[src/rtl/pac_pkg.sv]
package pac_pkg;
  typedef enum logic [1:0] {
    ACC_READ  = 2'd0,
    ACC_WRITE = 2'd1,
    ACC_FETCH = 2'd2,
    ACC_ALT   = 2'd3
  } acc_e;

  localparam int ERR_W    = 6;
  localparam int ERR_P    = 0;
  localparam int ERR_W_B  = 1;
  localparam int ERR_U    = 2;
  localparam int ERR_RSVD = 3;
  localparam int ERR_ID   = 4;
  localparam int ERR_PK   = 5;

  typedef struct packed {
    logic r;
    logic w;
    logic x;
  } perm_t;

  function automatic logic perm_sel(perm_t p, logic [1:0] acc);
    case (acc)
      ACC_WRITE: perm_sel = p.w;
      ACC_FETCH: perm_sel = p.x;
      default:   perm_sel = p.r;
    endcase
  endfunction
endpackage

[src/rtl/pac_key.sv]
module pac_key
  import pac_pkg::*;
#(
  parameter int KEY_W = 4,
  localparam int PKR_W = 2 * (2 ** KEY_W),
  localparam int IDX_W = KEY_W + 1
) (
  input  logic             user_page_i,
  input  logic             pke_i,
  input  logic             pks_i,
  input  logic [PKR_W-1:0] pkr_user_i,
  input  logic [PKR_W-1:0] pkr_sup_i,
  input  logic [KEY_W-1:0] pkey_i,
  input  logic             user_mode_i,
  input  logic             wp_i,
  output logic             active_o,
  output perm_t            key_perm_o
);
  logic [PKR_W-1:0] kreg;
  logic [IDX_W-1:0] ad_idx, wd_idx;
  logic             ad, wd;

  always_comb begin
    if (user_page_i) kreg = pke_i ? pkr_user_i : '0;
    else             kreg = pks_i ? pkr_sup_i  : '0;
    ad_idx       = {pkey_i, 1'b0};
    wd_idx       = {pkey_i, 1'b1};
    ad           = kreg[ad_idx];
    wd           = kreg[wd_idx];
    active_o     = |kreg;
    key_perm_o.r = !ad;
    key_perm_o.w = !ad && !(wd && (user_mode_i || wp_i));
    key_perm_o.x = 1'b1;
  end
endmodule

[config.mk]
export PLATFORM = sky130hd
export DESIGN_NAME = pac_key
export DESIGN_NICKNAME = d
export VERILOG_FILES = /design/src/rtl/pac_pkg.sv /design/src/rtl/pac_key.sv
export SDC_FILE = /design/constraint.sdc
export NUM_CORES = 1
export LEC_CHECK = 0
export BUFFER_PORTS_ARGS = -buffer_cell sky130_fd_sc_hd__buf_2
export CELL_PAD_IN_SITES_DETAIL_PLACEMENT = 0
export CELL_PAD_IN_SITES_GLOBAL_PLACEMENT = 2
export CORE_MARGIN = 4
export CORE_UTILIZATION = 20
export DETAILED_ROUTE_END_ITERATION = 10
export GPL_TIMING_DRIVEN = 0
export PLACE_DENSITY = 0.82
export REMOVE_ABC_BUFFERS = 1
export SLEW_MARGIN = 20
export SYNTH_ARGS = -nofsm -noshare
export SYNTH_HDL_FRONTEND = slang
export SYNTH_SLANG_ARGS = --single-unit
[constraint.sdc]
create_clock -name vclk -period 2.75
set_input_delay 0.55 -clock vclk [all_inputs]
set_output_delay 0.55 -clock vclk [all_outputs]
set_load 0.03 [all_outputs]
# After elaboration in Yosys (flattened, before gate mapping)

Index checks and enable logic that the tools add are counted.

Logic and storage cells: 15
Bits in registers: 0

Magnitude comparators: 2
Muxes and demuxes: 7
Reduce and logical (&&, ||, !) cells: 6

Operators with widths:

| cell                                                                         | count |
|---|---|
| 32-bit 2-to-1 mux                                                            | 3 |
| 32-bit OR reduction                                                          | 1 |
| 5-bit by 6-bit less-than comparator with 1-bit output, second input constant | 2 |
| 1-bit binary-select mux with 4-bit select                                    | 2 |
| 1-bit logical AND                                                            | 2 |
| 1-bit zero test                                                              | 2 |
| 1-bit 2-to-1 mux                                                             | 2 |
| 1-bit logical OR                                                             | 1 |

# Logic depth before layout (Yosys ltp)

Word-level depth: 7
Mapped depth: 7

# Worst setup path before layout

No wires, ideal clock.

Kind: input -> output
Start: in pks_i
End: out key_perm_o[1] (netlist bit)
Data required time: 2.200 ns
Setup slack: 0.243 ns
Stages on the path: 7
Path buffers: 2
Arrival: 1.957 ns
Cell sequence: nor2b_2 > buf_6 > buf_6 > a221o_1 > o211ai_2 > nand4_1 > a211oi_2

RTL lines:

| element     | line          | source |
|---|---|---|
| from (decl) | pac_key.sv:10 | `input logic pks_i,` |
| to (decl)   | pac_key.sv:17 | `output perm_t key_perm_o` |

==> flow_summary_export.csv <==
group,metric,value,unit
drt,vias,1369,
global_route,gr-total-overflow,0,
finish,nClkBuffers,0,
synth,synth_warnings,0,
floorplan,num_io_pins,77,
synth,yosys.cell_types.count,50,
sta,hold_viol,0,
finish,layout_commonest_cell,"buf_2",
power_and_ir_drop,ir_worst_vdd,0.0532,mV
global_route,gr-usage-all-layers,13.9,%
sta,setup_viol,0,
drt,first_pass_iters,5,
drt,drc,0,
synth,netlist_area,943,um2
global_route,gr-usage-met3,1.29,%
finish,finalInstanceArea,1360,um2
sta,rsz0062_at_grt,"false",
floorplan,dieHeight,76.7,um
global_route,antenna_found_initial,0,
finish,final_cell_count_no_fill,246,
global_route,grt_pass1_wl,6840,um
finish,multi_input_comb_area,875,um2
critical_path,crit_arrival,2130,ps
floorplan,rows,24,
drt,wl,4470,um
global_route,met1_usage,19.9,%
finish,most-common-layout-cells,"buf_2, mux2i_1, nor4_1, a221oi_1, o21ai_0",
global_route,top_usage_layer,"met2",
sta,max_clock_freq,373,MHz
finish,nets,269,
global_route,grt_max_degree,33,
critical_path,cp.required,2200,ps
power_and_ir_drop,power.density,159,nW/um2
finish,num_antenna_cells,0,
floorplan,die_area,5880,um2
place,hpwl,3670,um
finish,drive_above_1_share,47.9,%
drt,avgViaCountPerCell,5.57,
synth,yosysSeqAreaShare,0,%
drt,drt_iter0_drc,82,
finish,syn_to_final_growth,44.3,%
synth,synth_area_per_cell,7.55,um2
sta,slew_viol_final,0,
flow_run,drv_cap,0,
min_path,hp-class,"input port to output port",
critical_path,setup.worst_path.end_class,"output port",
floorplan,core_area,4470,um2
sta,min_period,2680,ps
drt,postRouteAntennaNets,0,
synth,syn_inst,125,
critical_path,start_kind,"input port",
global_route,grtUsageMet2,23.9,%
place,placed_cell_area,1310,um2
global_route,grt_pass1_vias,1401,
sta,period_share,97.6,%
floorplan,initial_core_util,21.1,%
finish,fillerInstances,503,
place,dpl.cell_count,243,
place,gp_congestion,0.853,
finish,seq_cell_count,0,
finish,seqCellArea,0,um2
place,port_buffers,76,
power_and_ir_drop,p_leak,0.601,nW
critical_path,worstPathMaxFanout,13,
floorplan,chipWidth,76.7,um
sta,fin_ws,66.6,ps
critical_path,critical_path_class,"input port to output port",
place,dp_slack,-363,ps
status,run_status,"finished clean",
drt,wl_per_cell,18.2,um
[layer usage]
metal | wire [um] | vias to the layer above | part of all wire [%]
met1 | 2160 | 641 | 48
met2 | 2090 | 52 | 47
met4 | 0 | 0 | 0
met5 | 0 | - | 0
li1 | - | 676 | -
met3 | 224 | 0 | 5.0
[area by class of cell]
cell class / instances / share of cell area [%]
Inverter: 3 / 0.827
Tap cell: 52 / 4.78
Multi-Input combinational cell: 113 / 64.2
Timing Repair Buffer: 78 / 30.1
[logic make-up (layout without fill, tap and decap cells)]
kind of cell	after synthesis	in the layout	share of synthesized area, %
and+or+nand+nor	44	45	29.8
buffers and inverters	13	81	9.42
other	1	1	0.397
xor gates and xnor gates	1	1	0.929
AOI/OAI and AO/OA	48	48	40.1
muxes	18	18	19.4
[power breakdown]
group          switching [mW]  internal, mW
clock                       0             0
combinational           0.119        0.0984
sequential                  0             0
total                   0.119        0.0984
[stage by stage]
step	hold slack (ps)	power, mW	setup TNS, ps	utilization (%)
after CTS	1560	0.212	0	30.0
after global placement	1570	0.207	-511	29.3
after floorplan	1360	0.0979	0	-
after detailed placement	1560	0.207	-523	29.3
after global routing	1590	0.238	0	30.4
final	1560	0.217	0	30.4
[cells in the mapped netlist, types with 3 or more instances]
library cell	instances	area [um2]
o22ai_1	4	25.0
nand2b_1	3	18.8
a22oi_1	3	22.5
inv_1	3	11.3
buf_6	3	33.8
nand4_1	3	18.8
o221ai_1	3	26.3
a21oi_1	3	15.0
o21ai_0	7	35.0
mux2i_1	16	160
o211ai_1	3	22.5
nor4_1	12	75.1
buf_4	4	30.0
a221oi_1	6	52.6
or4_1	3	22.5
nand2_1	5	18.8
[critical path: stages]
cell and delay, ps:
buf_2 190, and2_4 280, a221oi_1 110, or4_1 570, o22ai_2 170, a211oi_2 60, clkbuf_4 190
[worst paths after layout]
path | from | to | slack [ps] | cells past startpoint
min | pkr_sup_i[30] | active_o | 1560 | 4
max | user_page_i | key_perm_o[1] | 70 | 7
[what timing repair did]
item                       4_1_cts  5_1_grt
buffers inserted                 2        0
setup endpoints to repair        2        2
pin swaps                        0        1
hold buffers                     0        0
resized for setup                4        7
hold endpoints to repair         0        0
gates cloned                     0        1
No activity file was read; power rests on OpenSTA's default activity.
